`config.mk`:
```
export PLATFORM = sky130hd
export DESIGN_NAME = lane_lsu
export DESIGN_NICKNAME = d
export VERILOG_FILES = /design/src/rtl/lane_lsu_pkg.sv /design/src/rtl/lane_lsu_agen.sv /design/src/rtl/lane_lsu_store_align.sv /design/src/rtl/lane_lsu_load_extract.sv /design/src/rtl/lane_lsu.sv
export SDC_FILE = /design/constraint.sdc
export NUM_CORES = 1
export LEC_CHECK = 0
export BUFFER_PORTS_ARGS = -buffer_cell sky130_fd_sc_hd__buf_2
export CAP_MARGIN = 20
export CORE_MARGIN = 3
export CORE_UTILIZATION = 35
export CTS_BUF_LIST = sky130_fd_sc_hd__clkbuf_8
export CTS_CLUSTER_SIZE = 10
export DETAILED_ROUTE_END_ITERATION = 10
export HOLD_SLACK_MARGIN = 0.08
export PLACE_DENSITY = 0.66
export SYNTH_ARGS = -nofsm -noshare
export SYNTH_HDL_FRONTEND = slang
export SYNTH_SLANG_ARGS = --single-unit
```
`constraint.sdc`:
```
create_clock -name clk_i -period 2.8 [get_ports clk_i]
set_clock_uncertainty 0.05 [all_clocks]
set_input_delay 0.14 -clock clk_i [delete_from_list [all_inputs] [get_ports clk_i]]
set_output_delay 0.14 -clock clk_i [all_outputs]
set_load 0.02 [all_outputs]
```
`src/rtl/lane_lsu_pkg.sv`:
```
package lane_lsu_pkg;
  localparam int unsigned XLEN  = 32;
  localparam int unsigned LANES = XLEN / 8;

  typedef enum logic [1:0] {
    SZ_BYTE = 2'b00,
    SZ_HALF = 2'b01,
    SZ_WORD = 2'b10,
    SZ_RSVD = 2'b11
  } acc_size_e;
endpackage

```
`src/rtl/lane_lsu_agen.sv`:
```
module lane_lsu_agen
  import lane_lsu_pkg::*;
#(
  parameter int unsigned IMM_W = 12
) (
  input  logic [XLEN-1:0]  base_i,
  input  logic [IMM_W-1:0] imm_i,
  input  logic             is_store_i,
  input  logic [2:0]       funct3_i,
  output logic [XLEN-1:0]  addr_o,
  output logic             illegal_o,
  output logic             misaligned_o
);
  logic [XLEN-1:0] imm_sx;
  acc_size_e       size;

  assign imm_sx = {{(XLEN-IMM_W){imm_i[IMM_W-1]}}, imm_i};
  assign addr_o = base_i + imm_sx;
  assign size   = acc_size_e'(funct3_i[1:0]);

  always_comb begin
    if (is_store_i) illegal_o = funct3_i[2] | (size == SZ_RSVD);
    else            illegal_o = (size == SZ_RSVD) | (funct3_i[2] & size == SZ_WORD);
  end

  // illegal wins over misaligned
  always_comb begin
    misaligned_o = 1'b0;
    if (!illegal_o) begin
      unique case (size)
        SZ_HALF: misaligned_o = addr_o[0];
        SZ_WORD: misaligned_o = |addr_o[1:0];
        default: misaligned_o = 1'b0;
      endcase
    end
  end
endmodule

```
`src/rtl/lane_lsu_store_align.sv`:
```
module lane_lsu_store_align
  import lane_lsu_pkg::*;
(
  input  logic [1:0]      size_i,
  input  logic [1:0]      off_i,
  input  logic [XLEN-1:0] data_i,
  output logic [LANES-1:0] be_o,
  output logic [XLEN-1:0] wdata_o
);
  for (genvar gl = 0; gl < LANES; gl++) begin : g_lane
    always_comb begin
      unique case (acc_size_e'(size_i))
        SZ_BYTE: begin
          be_o[gl]           = (off_i == gl[1:0]);
          wdata_o[gl*8 +: 8] = data_i[7:0];
        end
        SZ_HALF: begin
          be_o[gl]           = (off_i[1] == gl[1]);
          wdata_o[gl*8 +: 8] = data_i[(gl%2)*8 +: 8];
        end
        default: begin
          be_o[gl]           = 1'b1;
          wdata_o[gl*8 +: 8] = data_i[gl*8 +: 8];
        end
      endcase
    end
  end
endmodule

```
`src/rtl/lane_lsu_load_extract.sv`:
```
module lane_lsu_load_extract
  import lane_lsu_pkg::*;
(
  input  logic            clk_i,
  input  logic            rst_ni,
  input  logic            cap_i,
  input  logic            is_store_i,
  input  logic [2:0]      funct3_i,
  input  logic [1:0]      off_i,
  input  logic            illegal_i,
  input  logic            misaligned_i,
  input  logic [XLEN-1:0] rdata_i,
  output logic            done_o,
  output logic [XLEN-1:0] data_o,
  output logic            illegal_o,
  output logic            misaligned_o
);
  logic       vld_q, st_q, ill_q, mis_q;
  logic [2:0] f3_q;
  logic [1:0] off_q;
  logic [XLEN-1:0] shifted;
  logic            ld_ok;

  always_ff @(posedge clk_i or negedge rst_ni) begin
    if (!rst_ni) begin
      vld_q <= 1'b0;
      st_q  <= 1'b0;
      ill_q <= 1'b0;
      mis_q <= 1'b0;
      f3_q  <= '0;
      off_q <= '0;
    end else begin
      vld_q <= cap_i;
      if (cap_i) begin
        st_q  <= is_store_i;
        ill_q <= illegal_i;
        mis_q <= misaligned_i;
        f3_q  <= funct3_i;
        off_q <= off_i;
      end
    end
  end

  assign shifted = rdata_i >> {off_q, 3'b000};
  assign ld_ok   = vld_q & ~st_q & ~ill_q & ~mis_q;

  always_comb begin
    data_o = '0;
    if (ld_ok) begin
      unique case (acc_size_e'(f3_q[1:0]))
        SZ_BYTE: data_o = {{(XLEN-8){shifted[7] & ~f3_q[2]}}, shifted[7:0]};
        SZ_HALF: data_o = {{(XLEN-16){shifted[15] & ~f3_q[2]}}, shifted[15:0]};
        default: data_o = shifted;
      endcase
    end
  end

  assign done_o       = vld_q;
  assign illegal_o    = vld_q & ill_q;
  assign misaligned_o = vld_q & mis_q;
endmodule

```
`src/rtl/lane_lsu.sv`:
```
module lane_lsu
  import lane_lsu_pkg::*;
#(
  parameter int unsigned ADDR_W = 32,
  parameter int unsigned IMM_W  = 12
) (
  input  logic              clk_i,
  input  logic              rst_ni,
  input  logic              req_valid_i,
  input  logic              req_is_store_i,
  input  logic [2:0]        funct3_i,
  input  logic [31:0]       base_i,
  input  logic [IMM_W-1:0]  imm_i,
  input  logic [31:0]       store_data_i,
  output logic              mem_req_o,
  output logic              mem_we_o,
  output logic [ADDR_W-1:0] mem_addr_o,
  output logic [3:0]        mem_be_o,
  output logic [31:0]       mem_wdata_o,
  input  logic [31:0]       mem_rdata_i,
  output logic              done_o,
  output logic [31:0]       load_data_o,
  output logic              illegal_o,
  output logic              misaligned_o
);
  logic [XLEN-1:0]  eff_addr;
  logic             dec_ill, dec_mis;
  logic [LANES-1:0] st_be;

  lane_lsu_agen #(.IMM_W(IMM_W)) u_agen (
    .base_i      (base_i),
    .imm_i       (imm_i),
    .is_store_i  (req_is_store_i),
    .funct3_i    (funct3_i),
    .addr_o      (eff_addr),
    .illegal_o   (dec_ill),
    .misaligned_o(dec_mis)
  );

  lane_lsu_store_align u_st (
    .size_i (funct3_i[1:0]),
    .off_i  (eff_addr[1:0]),
    .data_i (store_data_i),
    .be_o   (st_be),
    .wdata_o(mem_wdata_o)
  );

  lane_lsu_load_extract u_ld (
    .clk_i       (clk_i),
    .rst_ni      (rst_ni),
    .cap_i       (req_valid_i),
    .is_store_i  (req_is_store_i),
    .funct3_i    (funct3_i),
    .off_i       (eff_addr[1:0]),
    .illegal_i   (dec_ill),
    .misaligned_i(dec_mis),
    .rdata_i     (mem_rdata_i),
    .done_o      (done_o),
    .data_o      (load_data_o),
    .illegal_o   (illegal_o),
    .misaligned_o(misaligned_o)
  );

  assign mem_req_o  = req_valid_i & ~dec_ill & ~dec_mis;
  assign mem_we_o   = mem_req_o & req_is_store_i;
  assign mem_addr_o = eff_addr[ADDR_W-1:0];
  assign mem_be_o   = mem_we_o ? st_be : '0;
endmodule

```
# [Yosys cells after proc, flatten, opt, wreduce, memory -nomap -nowiden]
# Cells that the tools add are included.
# W data, S select, Z words.
[op_classes] addsub=1 n_eq_ne=7 n_shift=1 mux=13 bitwise=20 n_reduce_logical=5
[op_table] op="$pmux W32 S2" count=1
[op_table] op="$add A32 B32 Y32" count=1
[op_table] op="$mux W32" count=1
[op_table] op="$shr A32 B5 Y32" count=1
[op_table] op="$mux W8" count=2
[op_table] op="$pmux W8 S2" count=1
[op_table] op="$and A1 B1 Y1" count=11
[op_table] op="$pmux W1 S2" count=5
[op_table] op="$eq A2 B2 Y1 const B" count=4
[op_table] op="$not A1 Y1" count=7
[op_table] op="$eq A2 B1 Y1 const B" count=3
[op_table] op="$logic_not A2 Y1" count=3
[op_table] op="$mux W4" count=1
[op_table] op="$reduce_or A2 Y1" count=2
[op_table] op="$mux W1" count=2
[op_table] op="$or A1 B1 Y1" count=2
[totals] reg_bits=9 inputBits=115 wordCells=53

# [Longest topological paths before layout]
[logic_depth] ltp_word=9 depth_mapped=9 mapped_depth_nobuf=8

# [Cells and area by module]
# From an unflattened synthesis, not the netlist that was laid out.
[unflattened] hier_cells=468 area_unflattened_um2=3684.8
[by_module_without_submodules] module="lane_lsu_agen" n_inst=1 cells_per_inst=271 area_per_inst_um2=2019.4
[by_module_without_submodules] module="lane_lsu_load_extract" n_inst=1 cells_per_inst=131 area_per_inst_um2=1083.5
[by_module_without_submodules] module="lane_lsu_store_align" n_inst=1 cells_per_inst=60 area_per_inst_um2=531.8
[by_module_without_submodules] module="lane_lsu" n_inst=1 cells_per_inst=6 area_per_inst_um2=50.0

# [Least setup slack after synthesis]
# No wires, ideal clock.
[synth_path] path_type="in2out" startpoint="input port base_i[0]" endpoint="output port mem_be_o[0]" arrival_time_ns=2.140 t_required_ns=2.610 path_slack_ns=0.470 path_stages=7 n_path_buf=0 cell_sequence="ha_1 -> fa_1 -> o21ai_0 -> nand2_1 -> a21oi_1 -> nand2_1 -> nor2_1"
[synth_between] elab_chain_len=8
[synth_lines] item="start, declared" line="lane_lsu.sv:12" source="input logic [31:0] base_i,"
[synth_lines] item="$add A32 B32 Y32" line="lane_lsu_agen.sv:18" source="assign addr_o = base_i + imm_sx;"
[synth_lines] item="named net mem_addr_o[1]" line="lane_lsu.sv:17" source="output logic [ADDR_W-1:0] mem_addr_o,"
[synth_lines] item="$reduce_or A2 Y1" line="lane_lsu_agen.sv:32" source="SZ_WORD: misaligned_o = |addr_o[1:0];"
[synth_lines] item="$pmux W1 S2" line="lane_lsu_agen.sv:30" source="unique case (size)"
[synth_lines] item="$mux W1" line="lane_lsu_agen.sv:29" source="if (!illegal_o) begin"
[synth_lines] item="$not A1 Y1" line="lane_lsu.sv:64" source="assign mem_req_o = req_valid_i & ~dec_ill & ~dec_mis;"
[synth_lines] item="$and A1 B1 Y1" line="lane_lsu.sv:64"
[synth_lines] item="named net mem_req_o" line="lane_lsu.sv:15" source="output logic mem_req_o,"
[synth_lines] item="$and A1 B1 Y1" line="lane_lsu.sv:65" source="assign mem_we_o = mem_req_o & req_is_store_i;"
[synth_lines] item="$mux W4" line="lane_lsu.sv:67" source="assign mem_be_o = mem_we_o ? st_be : '0;"
[synth_lines] item="end, declared" line="lane_lsu.sv:18" source="output logic [3:0] mem_be_o,"
# The timed path passes the listed nets, and every way through them passes these cells.

# [Final worst setup path]
[layout_path] startpoint="input port imm_i[11]" endpoint="output port mem_addr_o[29]"
[layout_between] elab_chain_len=1
[layout_lines] item="start, declared" line="lane_lsu.sv:13" source="input logic [IMM_W-1:0] imm_i,"
[layout_lines] item="$add A32 B32 Y32" line="lane_lsu_agen.sv:18"
[layout_lines] item="end, declared" line="lane_lsu.sv:17"
# No other way between the ends.

==> impl_metrics.tcl <==
set metrics [dict create \
    pwr-share-seq 0.102 \
    antenna_found_initial 3 \
    cp-start-kind "primary input" \
    post-place-ws_ns 0.212 \
    syn_area_um2 3590 \
    rsz0062_at_grt "false" \
    switching_share 0.533 \
    synth_top_area_frac 0.122 \
    drt-initial-drc-count 357 \
    firstDrtPassIters 5 \
    cts-buffers-inserted 3 \
    whs_ns 0.108 \
    min_path_type "in2reg" \
    grt_max_degree 33 \
    layout_setup_ws_ns 0.219 \
    min_period_over_period 0.922 \
    htreeDepth 1 \
    synth_warnings 0 \
    peakVddDrop_mv 0.162 \
    place.gp.congestion 0.926 \
    intPower_uw 769 \
    grt_pass1_vias 4330 \
    power.density_nw_per_um2 341 \
    num_vias 4582 \
    areaGrowthSynthToFinish_pct 34.7 \
    tightest_slew_ns 0.708 \
    io_pins 220 \
    required_ns 2.61 \
    ys.flop_type "dfrtp_1" \
    port_buffers 219 \
    period_minus_slack_ns 2.58 \
    worstSetupEndpointType "output port" \
    cts_setup_buffers 0 \
    synth.distinct_cells 68 \
    cts_buffer_depth 2 \
    drt-total-wl_um 13500 \
    synth.avg_cell_area_um2 7.15 \
    fin_area_um2 4830 \
    synth_seq_area_share 0.0628 \
    cts_root_buffer "clkbuf_8" \
    wl_per_cell_um 16.2 \
    critPathKind "in2out" \
    fp-row-count 36 \
    clock_latency_ns 0.23 \
    grt_pass1_wl_um 21400 \
    synth.net_count 653 \
    setup_viol_count_final 0 \
    track_usage 0.223 \
    die_area_um2 11500 \
    fin_setup_tns_ns 0 \
    mostFrequentLayoutCell "buf_2" \
    die_w_um 107 \
    synth_edf_count 0 \
    ys_ff_latch 9 \
    drv_cap 0 \
    slew_headroom 0.528 \
    arrival_ns 2.39 \
    cts_tree "done" \
    layout-drive-gt1-share 0.396 \
    clk_pin_slew_ns 0.04 \
    drc 0 \
    hold_violations 0 \
    clock-sinks 9 \
    placed_area_um2 4770 \
    design_power_total_uw 1650 \
    async_reset_ff_frac 1.00 \
    ant_nets 0 \
    netlist_top_cells_area "ha_1, mux2_2, a21oi_1, dfrtp_1, nand2_1" \
    fmax_mhz 387 \
    grt_overflow 0 \
    clkPwrFrac 0.085 \
    core_um2 9860 \
    hpwl_um 11300 \
    netlist_instances 502 \
    yosys.area.top_type "ha_1" \
    fin_nets 854 \
    avgViaCountPerCell 5.48 \
    worstPathMaxFanout 15 \
    switchingPower_uw 879 \
    p_comb_frac 0.813 \
    layout_common_cells "buf_2, nand2_1, a21oi_1" \
    drv_slew 0 \
    status "finished, final reports clean" \
    start_util 0.364 \
    fp.dieH_um 107 \
    p_leak_uw 0.00247 \
]
==> registers in the layout, summed over array words and instances (netlist names) <==
| name | cells |
|---|---|
| u_ld.ill_q | 1 |
| u_ld.f3_q | 3 |
| u_ld.off_q | 2 |
| u_ld.mis_q | 1 |
| u_ld.st_q | 1 |
| u_ld.done_o | 1 |
==> critical path, cell delays in order <==
cell and delay (ns):
buf_2 0.21, ha_1 0.46, o21ai_1 0.11, o21bai_2 0.24
a211oi_2 0.11, o21bai_1 0.27, mux2_1 0.37, nor4_2 0.26
buf_2 0.20
==> repair_timing <==
item,4_1_cts,5_1_grt
gates resized for setup,1,0
hold endpoints to repair,9,0
endpoints found under the setup margin,10,0
hold buffers,1,0
==> routing by layer <==
layer	track usage	part of all wire	wire length [µm]
met2	0.392	0.48	6560
met1	0.286	0.43	5830
met3	0.0415	0.075	1010
met5	0	0.0020	27
met4	0.0384	0.0067	90
==> synth_stat cells (2+ instances only) <==
cell and count:
or3_1 5, and2_1 3, o311ai_1 2, o21bai_1 6, or2_2 2, o21a_1 11, buf_1 2, o21ai_1 11
buf_2 8, a22oi_1 8, nor3b_1 2, mux2i_1 18, a21o_1 9, a211o_1 3, nor2b_1 13, a311o_1 2
nor2_1 42, o22ai_1 3, nand2b_1 3, a211oi_1 21, buf_4 8, ha_1 35, nand4_1 7, a31oi_1 7
dfrtp_1 9, clkbuf_1 21, a211oi_2 3, o211ai_1 3, nor3_1 11, mux2_2 23, o22a_1 3, o21ai_0 17
a221oi_2 2, nand2_1 60, nand3_1 2, inv_1 13, xnor2_1 16, and3_1 6, xor2_1 8, a21oi_1 46
==> final timing paths <==
path                                          start                        to  slack, ns  depth (start not counted)
max in group asynchronous                    rst_ni     u_ld.done_o$_DFF_PN0_       2.24                          2
max                                       imm_i[11]            mem_addr_o[29]       0.22                          9
min                                     req_valid_i     u_ld.done_o$_DFF_PN0_       0.11                          1
max reg2reg                u_ld.f3_q[1]$_DFFE_PN0P_  u_ld.f3_q[1]$_DFFE_PN0P_       1.63                          1
min in group asynchronous                    rst_ni  u_ld.f3_q[2]$_DFFE_PN0P_       0.28                          2
min reg2reg                  u_ld.ill_q$_DFFE_PN0P_    u_ld.ill_q$_DFFE_PN0P_       0.45                          1
==> area by class of cell <==
type	instances	area [µm²]
clock inverter	1	3.75
inverter	13	48.8
tap	133	166
antenna	1	2.50
sequential	9	225
fill	1020	5030
clock buffer	3	41.3
multi-input combinational	440	3120
timing repair buffer	236	1230
==> through the flow <==
stage,std cells,utilization
global route,836,0.490
CTS,835,0.490
detailed placement,830,0.484
finish,836,0.490
floorplan,502,-
global placement,830,0.484
==> logic make-up after synthesis <==
family,after synthesis,share of synthesized area
xor+xnor,24,0.0586
simple gates,168,0.233
flops,9,0.0628
mux,42,0.126
fa+ha+maj,36,0.128
buf+inv,53,0.0687
compound gates,170,0.324
==> power by group through the flow <==
stage,clock network [µW],logic (µW),registers [µW]
floorplan,0,922,152
global placement,0,1310,167
detailed placement,0,1330,169
CTS,146,1340,167
global route,154,1460,171
finish,140,1340,168
Note: power is estimated with default switching activity, not from simulation.
